[src/rtl/mp_pkg.sv]
package mp_pkg;

    typedef enum logic [1:0] {
        OP_LOAD = 2'd0,
        OP_MOVE = 2'd1,
        OP_ADD  = 2'd2,
        OP_SUB  = 2'd3
    } op_e;

    typedef enum logic [1:0] {
        ST_T0 = 2'd0,
        ST_T1 = 2'd1,
        ST_T2 = 2'd2,
        ST_T3 = 2'd3
    } step_e;

    localparam int OP_W = 2;

endpackage

[src/rtl/mp_sequencer.sv]
module mp_sequencer
    import mp_pkg::*;
#(
    parameter int SEL_W  = 2,
    parameter int FUNC_W = OP_W + 2 * SEL_W
) (
    input  logic              clk,
    input  logic              rst,
    input  logic              start,
    input  logic              done,
    input  logic [FUNC_W-1:0] func_word,
    output step_e             step,
    output logic [FUNC_W-1:0] func_q,
    output op_e               op,
    output logic [SEL_W-1:0]  rx,
    output logic [SEL_W-1:0]  ry
);

    step_e step_nxt;

    // next-step logic: counts up, cleared when idle or finishing
    always_comb begin
        step_nxt = ST_T0;
        unique case (step)
            ST_T0: step_nxt = start ? ST_T1 : ST_T0;
            ST_T1: step_nxt = ST_T2;
            ST_T2: step_nxt = ST_T3;
            ST_T3: step_nxt = ST_T0;
        endcase
        if (done) begin
            step_nxt = ST_T0;
        end
    end

    // step register
    always_ff @(posedge clk) begin
        if (rst) begin
            step <= ST_T0;
        end else begin
            step <= step_nxt;
        end
    end

    // function register, captured only when an instruction starts
    always_ff @(posedge clk) begin
        if (rst) begin
            func_q <= '0;
        end else if (step == ST_T0 && start) begin
            func_q <= func_word;
        end
    end

    assign op = op_e'(func_q[FUNC_W-1 -: OP_W]);
    assign rx = func_q[2*SEL_W-1 -: SEL_W];
    assign ry = func_q[SEL_W-1:0];

endmodule

[src/rtl/mp_control.sv]
module mp_control
    import mp_pkg::*;
#(
    parameter int NREG  = 4,
    parameter int SEL_W = $clog2(NREG)
) (
    input  step_e            step,
    input  op_e              op,
    input  logic [SEL_W-1:0] rx,
    input  logic [SEL_W-1:0] ry,
    output logic [NREG-1:0]  reg_load,
    output logic [NREG-1:0]  reg_drive,
    output logic             a_load,
    output logic             g_load,
    output logic             g_drive,
    output logic             ext_drive,
    output logic             sub_sel,
    output logic             done
);

    logic [NREG-1:0] rx_hot;
    logic [NREG-1:0] ry_hot;

    // one-hot register selects
    always_comb begin
        rx_hot = '0;
        ry_hot = '0;
        rx_hot[rx] = 1'b1;
        ry_hot[ry] = 1'b1;
    end

    // strobes per step and operation; everything inactive by default
    always_comb begin
        reg_load  = '0;
        reg_drive = '0;
        a_load    = 1'b0;
        g_load    = 1'b0;
        g_drive   = 1'b0;
        ext_drive = 1'b0;
        sub_sel   = 1'b0;
        done      = 1'b0;
        unique case (step)
            ST_T0: begin
            end
            ST_T1: begin
                unique case (op)
                    OP_LOAD: begin
                        ext_drive = 1'b1;
                        reg_load  = rx_hot;
                        done      = 1'b1;
                    end
                    OP_MOVE: begin
                        reg_drive = ry_hot;
                        reg_load  = rx_hot;
                        done      = 1'b1;
                    end
                    OP_ADD, OP_SUB: begin
                        reg_drive = rx_hot;
                        a_load    = 1'b1;
                    end
                endcase
            end
            ST_T2: begin
                if (op == OP_ADD || op == OP_SUB) begin
                    reg_drive = ry_hot;
                    g_load    = 1'b1;
                    sub_sel   = (op == OP_SUB);
                end
            end
            ST_T3: begin
                if (op == OP_ADD || op == OP_SUB) begin
                    g_drive  = 1'b1;
                    reg_load = rx_hot;
                    done     = 1'b1;
                end
            end
        endcase
    end

endmodule

[src/rtl/mp_datapath.sv]
module mp_datapath #(
    parameter int DATA_W = 8,
    parameter int NREG   = 4
) (
    input  logic              clk,
    input  logic [DATA_W-1:0] ext_data,
    input  logic [NREG-1:0]   reg_load,
    input  logic [NREG-1:0]   reg_drive,
    input  logic              a_load,
    input  logic              g_load,
    input  logic              g_drive,
    input  logic              ext_drive,
    input  logic              sub_sel,
    output logic [DATA_W-1:0] bus
);

    logic [DATA_W-1:0] gpr [NREG];
    logic [DATA_W-1:0] a_q;
    logic [DATA_W-1:0] g_q;
    logic [DATA_W-1:0] alu_out;

    // general registers, written only from the bus
    for (genvar i = 0; i < NREG; i++) begin : g_gpr
        always_ff @(posedge clk) begin
            if (reg_load[i]) begin
                gpr[i] <= bus;
            end
        end
    end

    always_ff @(posedge clk) begin
        if (a_load) begin
            a_q <= bus;
        end
    end

    // wrapping adder/subtractor
    assign alu_out = sub_sel ? (a_q - bus) : (a_q + bus);

    always_ff @(posedge clk) begin
        if (g_load) begin
            g_q <= alu_out;
        end
    end

    // AND-OR bus multiplexer, zero when undriven
    always_comb begin
        bus = '0;
        for (int i = 0; i < NREG; i++) begin
            bus = bus | (gpr[i] & {DATA_W{reg_drive[i]}});
        end
        bus = bus | (g_q & {DATA_W{g_drive}});
        bus = bus | (ext_data & {DATA_W{ext_drive}});
    end

endmodule

[src/rtl/mini_proc.sv]
module mini_proc
    import mp_pkg::*;
#(
    parameter int DATA_W = 8,
    parameter int NREG   = 4
) (
    input  logic                                   clk,
    input  logic                                   rst,
    input  logic                                   start,
    input  logic [OP_W+2*$clog2(NREG)-1:0]         func_word,
    input  logic [DATA_W-1:0]                      ext_data,
    output logic [DATA_W-1:0]                      bus_out,
    output logic                                   done
);

    localparam int SEL_W  = $clog2(NREG);
    localparam int FUNC_W = OP_W + 2 * SEL_W;

    step_e             step;
    op_e               op;
    logic [FUNC_W-1:0] func_q;
    logic [SEL_W-1:0]  rx;
    logic [SEL_W-1:0]  ry;
    logic [NREG-1:0]   reg_load;
    logic [NREG-1:0]   reg_drive;
    logic              a_load;
    logic              g_load;
    logic              g_drive;
    logic              ext_drive;
    logic              sub_sel;

    mp_sequencer #(.SEL_W(SEL_W), .FUNC_W(FUNC_W)) u_seq (
        .clk       (clk),
        .rst       (rst),
        .start     (start),
        .done      (done),
        .func_word (func_word),
        .step      (step),
        .func_q    (func_q),
        .op        (op),
        .rx        (rx),
        .ry        (ry)
    );

    mp_control #(.NREG(NREG), .SEL_W(SEL_W)) u_ctl (
        .step      (step),
        .op        (op),
        .rx        (rx),
        .ry        (ry),
        .reg_load  (reg_load),
        .reg_drive (reg_drive),
        .a_load    (a_load),
        .g_load    (g_load),
        .g_drive   (g_drive),
        .ext_drive (ext_drive),
        .sub_sel   (sub_sel),
        .done      (done)
    );

    mp_datapath #(.DATA_W(DATA_W), .NREG(NREG)) u_dp (
        .clk       (clk),
        .ext_data  (ext_data),
        .reg_load  (reg_load),
        .reg_drive (reg_drive),
        .a_load    (a_load),
        .g_load    (g_load),
        .g_drive   (g_drive),
        .ext_drive (ext_drive),
        .sub_sel   (sub_sel),
        .bus       (bus_out)
    );

endmodule

[config.mk]
export PLATFORM = sky130hd
export DESIGN_NAME = mini_proc
export DESIGN_NICKNAME = d
export VERILOG_FILES = /design/src/rtl/mp_pkg.sv /design/src/rtl/mp_sequencer.sv /design/src/rtl/mp_control.sv /design/src/rtl/mp_datapath.sv /design/src/rtl/mini_proc.sv
export SDC_FILE = /design/constraint.sdc
export NUM_CORES = 1
export LEC_CHECK = 0
export BUFFER_PORTS_ARGS = -buffer_cell sky130_fd_sc_hd__buf_2
export CORE_ASPECT_RATIO = 0.7
export CORE_MARGIN = 1.5
export CORE_UTILIZATION = 64
export DETAILED_ROUTE_END_ITERATION = 10
export PLACE_DENSITY_LB_ADDON = 0.1
export SLEW_MARGIN = 5
export SYNTH_ARGS = -nofsm -noshare
export SYNTH_HDL_FRONTEND = slang
export SYNTH_SLANG_ARGS = --single-unit
export TNS_END_PERCENT = 1
[constraint.sdc]
create_clock -name clk -period 5.89 [get_ports clk]
set_input_delay 0.589 -clock clk [delete_from_list [all_inputs] [get_ports clk]]
set_output_delay 0.589 -clock clk [all_outputs]
set_load 0.005 [all_outputs]
Word-level counts from Yosys, hierarchy flattened
Memory sizes are Yosys's and may differ from the RTL's. Cells that the tools add are included.

Register bits after elaboration: 24. Bits in latches: 0. Bits in writable memories: 32. Memory bits (read-only): 0. Input port bits: 17. Output and inout port bits: 9. Word-level logic and storage cells: 81. Memories: 1.

Memory list: u_dp.gpr (words 4, bits a word 8, read ports 4, clocked after memory_dff 0, wr ports 1, line mp_datapath.sv:17) `logic [DATA_W-1:0] gpr [NREG];`.

Add/subtract/negate cells: 2. Multiply operators: 0. Div/mod/pow operators: 0. $lt $le $gt $ge: 4. Eq/ne operators: 6. Shifts and indexed selects: 0. Muxes and demuxes: 41. Bitwise gates (word level): 11. Reductions and logical operators: 12.

Operators with widths (number): AND 8 bit (6); OR 8 bit (5); two-way mux 8 bit (4); two-way mux 1 bit (24); case mux 4 bit (2 select lines) (3); OR reduction 8 bit (3); two-way mux 4 bit (3); adder 8 bit (1); equality test 2 bit (second input constant) (4); case mux 2 bit (4 select lines) (1); subtractor 8 bit (1); less-than comparator 2 x 3 -> 1 bit (second input constant) (2); two-way mux 2 bit (3); OR reduction 2 bit (3); demux 1 bit (select 2 bit) (2); equality test 2 x 1 -> 1 bit (second input constant) (2); >= comparator 2 x 1 -> 1 bit (second input constant) (2); logical NOT 2 bit (2); logical AND 1 bit (3); case mux 1 bit (2 select lines) (1); logical OR 1 bit (1).

Logic depth before layout (Yosys ltp)
Gate-level depths: netlist of the first run.

Word-level depth: 15. Mapped depth: 18. Gate-level depth less buffers: 18.

Modules after synthesis
Synthesis of the first run repeated with hierarchy kept, for this count alone.

Cells, all modules: 220. Area total of the unflattened synthesis: 2900.3 sq um.

By module, submodules not included: mp_datapath (instances 1, cells an instance 145, area an instance 2248.4 sq um, sequential area each 1441.4 sq um); mp_sequencer (instances 1, cells an instance 43, area an instance 431.7 sq um, sequential area each 160.2 sq um); mp_control (instances 1, cells an instance 32, area an instance 220.2 sq um, sequential area each 0.0 sq um).

Worst setup path before layout of the first run
Ideal clock, no wire load.

Path kind: reg2reg. From: register u_seq.step[0]. To: register u_dp.g_q[7], data pin. Library setup time: 0.260 ns. Data arrival time: 3.688 ns. Required time: 5.630 ns. Slack: 1.942 ns. Cell stages (with the launch flop): 18. Path buffers: 1. Period minus slack after synthesis: 3.948 ns. Cells stage by stage: dfxtp_1 > inv_1 > ha_1 > clkbuf_1 > o21ai_1 > o311ai_1 > inv_1 > ha_1 > nor2_1 > xnor2_1 > ha_1 > a21oi_1 > o21ai_0 > a31oi_1 > a21oi_1 > xnor2_1 > xnor2_1 > xnor2_1.

Cells in the longest elaborated chain, start to end: 10.

RTL lines: start, declared (line mp_sequencer.sv:12) `output step_e step,`; start signal, assigned (line mp_sequencer.sv:40) `step <= step_nxt;`; equality test 2 bit / equality test 2 x 1 -> 1 bit (equally long branches) (line mp_control.sv:42) `unique case (step)`; case mux 4 bit (2 select lines) (line mp_control.sv:42); AND 8 bit (line mp_datapath.sv:50) `bus = bus | (gpr[i] & {DATA_W{reg_drive[i]}});`; OR 8 bit (3 in series) (line mp_datapath.sv:50); OR 8 bit (line mp_datapath.sv:52) `bus = bus | (g_q & {DATA_W{g_drive}});`; OR 8 bit (*) (line mp_datapath.sv:53) `bus = bus | (ext_data & {DATA_W{ext_drive}});`; net bus_out[0] (line mini_proc.sv:12) `output logic [DATA_W-1:0] bus_out,`; adder 8 bit / subtractor 8 bit (equally long branches) (line mp_datapath.sv:38) `assign alu_out = sub_sel ? (a_q - bus) : (a_q + bus);`; two-way mux 8 bit (*) (line mp_datapath.sv:38); net u_dp.alu_out[7] (line mp_datapath.sv:20) `logic [DATA_W-1:0] alu_out;`; end signal, assigned (line mp_datapath.sv:42) `g_q <= alu_out;`; end, declared (line mp_datapath.sv:19) `logic [DATA_W-1:0] g_q;`.

Mark *: on every way through the listed nets, which the timed path passes. The rest lies on a longest branch. A chain may end at the register's enable or synchronous reset.

Worst setup path in the final report of the first run
From: register u_seq.step[1]. To: register u_dp.g_q[7], data pin.

Cells in the longest elaborated chain, start to end: 10.

RTL lines (line): equality test 2 bit / equality test 2 x 1 -> 1 bit (equally long branches) (mp_control.sv:42); case mux 4 bit (2 select lines) (mp_control.sv:42); AND 8 bit (mp_datapath.sv:50); OR 8 bit (3 in series) (mp_datapath.sv:50); OR 8 bit (mp_datapath.sv:52); OR 8 bit (mp_datapath.sv:53); adder 8 bit / subtractor 8 bit (equally long branches) (mp_datapath.sv:38); two-way mux 8 bit (*) (mp_datapath.sv:38); net u_dp.alu_out[7] (mp_datapath.sv:20).

Marks and branches as above.

==> results_dict.tcl, run 1 <==
set metrics [dict create \
    status "finished clean" \
    ys_ff_latch 56 \
    cts_resized 0 \
    yosysSeqAreaShare_pct 54.2 \
    grt-ovfl-total 0 \
    drive_gt1_share_pct 19.4 \
    path_max_fanout 12 \
    netlist_instances 240 \
    drt-total-wl_um 6300 \
    drtAntennaViolNets 0 \
    ctsHoldBuffers 0 \
    cp.required_ns 5.96 \
    crit_family "compound AO/OA/AOI/OAI gates" \
    vias 2048 \
    hold_start "func_word[0]" \
    clock_skew_ns 0.00698 \
    setup_ws_ns 1.35 \
    track_usage_pct 27.0 \
    worst_pin_slew_ns 0.795 \
    grt_max_degree 17 \
    area_delta_synth_final_pct 8.60 \
    ys_async_sr_fraction_pct 0 \
    gp_congestion 0.847 \
    dp_slack_ns 1.46 \
    drv_slew 0 \
    fillers 314 \
    vias_per_cell 6.44 \
    die_h_um 59.8 \
    path_class "reg -> reg" \
    drc 0 \
    htreeDepth 2 \
    power_density_mw_per_mm2 296 \
    hold_path_class "in -> reg" \
    die-area_sq_mm 0.00504 \
    synth_edf_count 48 \
    cpMostUsedCell "xnor2_1" \
    yosys_warnings 0 \
    fin_util_pct 73.3 \
    cts_buffers 5 \
    finalSetupViolations 0 \
    nNetsFinal 294 \
    fp.dieW_um 84.2 \
    synth_cell_types 54 \
    max_clock_freq_mhz 220 \
    crit_chain "inv_1, ha_1, nand2_1, nor4_1, a211o_1, a2111o_1, inv_1, ha_1, nor2_1, xnor2_1, ha_1, a21oi_1, o21ai_0, a31oi_1, a21oi_1, xnor2_1, xnor2_1, xnor2_1" \
    drt_iter0_drc 190 \
    rsz0062_at_grt "no" \
    grt_pass1_wl_um 9980 \
    core_area_sq_mm 0.00438 \
    clk_pin_slew_ns 0.09 \
    p_leak_nw 1.25 \
    cts_buffer_depth 2 \
    hold_viol 0 \
    stdcell_area_sq_mm 0.00321 \
    syn_nets 272 \
    post_drt_wl_per_cell_um 19.8 \
    hold_ws_ns 0.520 \
    cts-root-buf "clkbuf_8" \
    placed_area_sq_mm 0.00310 \
    initial_utilization_pct 67.5 \
    mappedNetlistArea_sq_mm 0.00295 \
    ir_drop_uv 166 \
    maxSlewHeadroom_pct 46.9 \
    critPathLaunch "u_seq.step[1]" \
    layout_commonest_cell "edfxtp_1" \
    cts.sinks 56 \
    fin_crit_sh_pct 77.0 \
    dpl.hpwl_um 4640 \
    portBuffers 25 \
    cap_violations 0 \
    cts_setup_buffers 0 \
    row_count 20 \
    cts_tree "done" \
    crit_slowest_cell "nor4_1" \
    firstDrtPassIters 4 \
    finalCriticalPeriod_ns 4.54 \
    critPathLaunchType "register" \
    rr_startpoint "u_seq.step[1]" \
    clock_latency_ns 0.31 \
    worstPathArrival_ns 4.60 \
    final_cell_mix "edfxtp_1 (48), buf_2 (25), nor2_1 (20), mux2i_1 (15), ha_1 (14)" \
    tns_ns 0 \
    ios 26 \
    critPathBufInv 2 \
    grt_pass1_vias 1918 \
    avgSynthCellArea_sq_um 12.3 \
    cp-end-kind "register" \
    synth_ff_type "edfxtp_1" \
    critPathMaxStageDelay_ns 0.57 \
    antenna_found_initial 0 \
    antennaDiodeCount 0 \
]
-- metal layers --
metal  track usage [%]  vias up  part of all wire, %  wire (um)
li1                  -      953                    -          -
met1              38.5      991                   45       2850
met2              42.5       93                   44       2790
met3              4.56       11                  8.8        552
met4              9.60        0                  1.7        110
met5                 0        -                    0          0
-- state kept, by name, summed over array words and instances (netlist names) --
name,cells
u_seq.func_q,6
u_dp.g_q,8
u_dp.a_q,8
u_seq.step,2
u_dp.gpr,32
-- tightest hold or removal path: stages --
cell,delay [ns]
buf_2,0.09
nand3_1,0.05
a21oi_1,0.05
-- where the power goes --
group	leakage [nW]	internal [mW]	switching [mW]	total, mW
clock	0.0552	0.126	0.123	0.249
sequential	0.513	0.459	0.0178	0.476
combinational	0.680	0.102	0.124	0.225
total	1.25	0.686	0.265	0.951
-- area by class of cell --
cell class / count / area [sq um] / share of cell area, %
Sequential cell: 56 / 1600 / 49.9
Multi-Input combinational cell: 161 / 1250 / 38.9
Clock buffer: 6 / 72.6 / 2.26
Tap cell: 55 / 68.8 / 2.15
Clock inverter: 2 / 35.0 / 1.09
Inverter: 11 / 41.3 / 1.29
Timing Repair Buffer: 27 / 140 / 4.37
-- cell usage after synthesis, drive strengths merged, types with 2 or more instances --
cell / n / area (sq um)
inv: 11 / 41.3
dfxtp: 8 / 160
a31o: 2 / 17.5
nand3: 7 / 35.0
nand2: 11 / 41.3
and3: 4 / 26.3
a32o: 5 / 52.6
and4: 2 / 17.5
buf: 5 / 35.0
mux2i: 15 / 150
nor3: 5 / 30.0
edfxtp: 48 / 1440
nor4b: 3 / 26.3
a21o: 2 / 15.0
a31oi: 4 / 25.0
o21ai: 3 / 15.0
and2b: 2 / 16.3
a211o: 5 / 43.8
mux2: 3 / 33.8
a21oi: 12 / 60.1
nor3b: 3 / 22.5
nor2: 20 / 75.1
a2111o: 5 / 56.3
a22oi: 2 / 15.0
nand4: 2 / 12.5
xnor2: 11 / 96.3
ha: 14 / 175
clkbuf: 6 / 22.5
xor2: 2 / 17.5
and2: 3 / 25.0
-- per-stage QoR --
| step | std cells | power [mW] |
|---|---|---|
| 6_report | 318 | 0.951 |
| 3_3_place_gp | 310 | 0.701 |
| 3_5_place_dp | 310 | 0.709 |
| 2_1_floorplan | 240 | 0.649 |
| 5_1_grt | 318 | 0.991 |
| 4_1_cts | 318 | 0.952 |
-- logic make-up (layout without fill, tap and decap cells) --
kind of cell	Yosys count	count (layout)	synth area share, %
buffers and inverters	23	46	3.68
DFF	56	56	54.2
adders and majority gates	15	15	6.61
AOI/OAI and AO/OA	48	48	12.5
muxes	19	19	6.99
and+or+nand+nor	66	66	12.2
xor gates and xnor gates	13	13	3.85
-- worst paths after layout --
| kind | slack, ns | cells after the start | endpoint |
|---|---|---|---|
| max | 1.35 | 18 | u_dp.g_q[7] |
| min | 0.52 | 3 | u_seq.func_q[0] |
| max reg2reg | 1.35 | 18 | u_dp.g_q[7] |
| min reg2reg | 0.52 | 2 | u_seq.func_q[4] |
Note: power is estimated with default switching activity, not from simulation.
==> inputs of run 2 (changes only) <==
--- a/config.mk
+++ b/config.mk
@@ -5,10 +5,11 @@
 export SDC_FILE = /design/constraint.sdc
 export NUM_CORES = 1
 export LEC_CHECK = 0
+export ABC_AREA = 1
 export BUFFER_PORTS_ARGS = -buffer_cell sky130_fd_sc_hd__buf_2
 export CORE_ASPECT_RATIO = 0.7
 export CORE_MARGIN = 1.5
-export CORE_UTILIZATION = 64
+export CORE_UTILIZATION = 59
 export DETAILED_ROUTE_END_ITERATION = 10
 export PLACE_DENSITY_LB_ADDON = 0.1
 export SLEW_MARGIN = 5
==> constraint.sdc (replaced) <==
create_clock -name clk -period 4.4 [get_ports clk]
set_input_delay 0.44 -clock clk [delete_from_list [all_inputs] [get_ports clk]]
set_output_delay 0.44 -clock clk [all_outputs]
set_load 0.005 [all_outputs]
==> run 2 against run 1 <==
Effect of this change: sequential power increased by 33%; sequential share of layout area decreased by 0.90 points; critical path depth is 10 higher; core utilization fell by 5.3 points; cell count grew 33%; synthesized cell count up 35%; combinational power rose by 55%; maximum frequency increased by 16%; critical path type unchanged; highest routed layer unchanged; synthesized area increased by 0.25%; worst hold slack worse by 0.16 ns; clock power is 20% higher; non-clock buffer count grew 1.
==> results_dict.tcl, run 2 <==
set metrics [dict create \
    status "finished clean" \
    path_max_fanout 10 \
    cts_buffers 5 \
    ir_drop_uv 285 \
    vias_per_cell 5.32 \
    worst_pin_slew_ns 1.16 \
    cpMostUsedCell "nand2_1" \
    ys_ff_latch 56 \
    finalCriticalPeriod_ns 3.92 \
    htreeDepth 2 \
    hold_viol 0 \
    combinationalPowerShare_pct 27.1 \
    cts_tree "done" \
    antenna_found_initial 0 \
    synth_most_common_cell "nand2_1" \
    synthTopCellsByCount "nand2_1 (82), edfxtp_1 (48), nand3_1 (45)" \
    clkPwrFrac_pct 23.4 \
    seqPwrFrac_pct 49.5 \
    max_clock_freq_mhz 255 \
    sw_frac_of_total_pct 33.0 \
    yosys_warnings 0 \
    grt-ovfl-total 0 \
    path_class "reg -> reg" \
    largest_register_ffs 32 \
    cts_buffer_depth 2 \
    cp-end-kind "register" \
    core_area_sq_mm 0.00481 \
    antennaDiodeCount 0 \
    dpl.hpwl_um 4820 \
    cap_violations 0 \
    finalSetupViolations 0 \
    drc 0 \
    synth_ff_type "edfxtp_1" \
    yosysSeqAreaShare_pct 54.1 \
    synthTopCellsByArea "edfxtp_1 (49%), nand2_1 (10%), nand3_1 (7.6%), ha_1 (5.9%), dfxtp_1 (5.4%)" \
    row_count 21 \
    clock_skew_ns 0.0115 \
    die_h_um 62.3 \
    cp.required_ns 4.48 \
    cts_setup_buffers 0 \
    synth_edf_count 48 \
    post_drt_wl_per_cell_um 15.6 \
    drt-total-wl_um 6590 \
    ctsHoldBuffers 0 \
    tns_ns 0 \
    syn_nets 357 \
    firstDrtPassIters 4 \
    fin_crit_sh_pct 89.1 \
    critPathLaunchType "register" \
    critPathBufInv 6 \
    drtAntennaViolNets 0 \
    ios 26 \
    cts_resized 0 \
    fillers 407 \
    switching_power_uw 423 \
    worstPathArrival_ns 4.00 \
    synth_top_area_share_pct 48.7 \
    drt_iter0_drc 191 \
    portBuffers 25 \
    initial_utilization_pct 61.6 \
    maxSlewHeadroom_pct 22.0 \
    ys_async_sr_fraction_pct 0 \
    top_regs "u_dp.gpr x32, u_dp.a_q x8, u_dp.g_q x8" \
    layout_commonest_cell "nand2_1" \
    crit_family "simple AND/OR/NAND/NOR gates" \
    drv_slew 0 \
    power_density_mw_per_mm2 393 \
    grt_pass1_wl_um 10700 \
    area_delta_synth_final_pct 10.3 \
    crit_slowest_cell "dfxtp_1" \
    drive_gt1_share_pct 16.4 \
    netlist_instances 325 \
    hold_path_class "in -> reg" \
    die-area_sq_mm 0.00546 \
    fp.dieW_um 87.7 \
    synth_top_cell_by_area "edfxtp_1" \
    mappedNetlistArea_sq_mm 0.00296 \
    gp_congestion 0.801 \
    p_int_uw 860 \
    avgSynthCellArea_sq_um 9.11 \
    clock_latency_ns 0.32 \
    p_leak_nw 1.50 \
    nNetsFinal 385 \
    cts-root-buf "clkbuf_8" \
    critPathMaxStageDelay_ns 0.39 \
    final_cell_mix "nand2_1 (82), edfxtp_1 (48), nand3_1 (45), inv_1 (38), nor2_1 (27)" \
    track_usage_pct 26.9 \
    clk_pin_slew_ns 0.11 \
    vias 2252 \
    p_total_mw 1.28 \
    grt_pass1_vias 2163 \
    regMostFlops "u_dp.gpr" \
    cts.sinks 56 \
    synth_cell_types 30 \
    grt_max_degree 20 \
    rsz0062_at_grt "no" \
]
## run 2: cell count changes in the layout (fill, tap and decap cells not counted), moves of 9 or more
cell / previous run / this run
mux2i_1: 15 / 1
xnor2_1: 11 / 2
nand2_1: 11 / 82
nand3_1: 7 / 45
nand2_2: 0 / 11
inv_1: 11 / 38
## run 2: per-layer routing
metal  track usage, %  up-vias  share of wire (%)
met2             39.0       72                 44
li1                 -     1130                  -
met1             40.1     1043                 48
met4             9.13        0                1.4
met3             5.85        7                6.3
met5                0        -                  0
## run 2: area by class of cell
| type | instances | area (sq um) | share of cell area [%] |
|---|---|---|---|
| clock buffer | 5 | 68.8 | 2.11 |
| inverter | 44 | 169 | 5.17 |
| multi-input combinational | 218 | 1170 | 35.7 |
| timing repair buffer | 28 | 148 | 4.52 |
| tap | 69 | 86.3 | 2.64 |
| clock inverter | 3 | 27.5 | 0.843 |
| sequential | 56 | 1600 | 49.0 |
## run 2: path summary, 6_finish.rpt
kind	from	end	slack, ns	cells after the start
max reg2reg	u_seq.step[1]	u_dp.g_q[7]	0.48	28
min reg2reg	u_seq.func_q[0]	u_seq.func_q[0]	0.54	2
max	u_seq.step[1]	u_dp.g_q[7]	0.48	28
min	func_word[0]	u_seq.func_q[0]	0.36	3
## run 2: cell families after synthesis
logic type | synth area share [%]
buffers and inverters | 6.55
AO/OA/AOI/OAI | 3.42
flip-flops | 54.1
AND/OR/NAND/NOR | 27.0
adder cells (fa/ha/maj) | 6.59
multiplexers | 0.338
XOR/XNOR | 2.07
## run 2: power by group through the flow
stage          logic [mW]  clock network, mW  registers [mW]
2_1_floorplan       0.259                  0           0.641
3_3_place_gp        0.331                  0           0.646
3_5_place_dp        0.343                  0           0.647
4_1_cts             0.345              0.302           0.635
5_1_grt             0.398              0.321           0.638
6_report            0.348              0.300           0.635
## run 2: tightest hold or removal path, stage by stage
cell and delay [ns]:
buf_2 0.09, nand2_1 0.05, a21oi_1 0.05
## run 2: stage by stage
stage | hold slack (ns) | instances | setup slack, ns | cell area, sq um | utilization (%)
6_report | 0.361 | 423 | 0.478 | 3270 | 67.9
5_1_grt | 0.399 | 423 | 0.0563 | 3270 | 67.9
2_1_floorplan | 0.497 | 325 | 1.10 | 2960 | -
4_1_cts | 0.354 | 423 | 0.465 | 3260 | 67.9
3_3_place_gp | 0.523 | 415 | 0.709 | 3170 | 65.9
3_5_place_dp | 0.523 | 415 | 0.500 | 3170 | 65.9
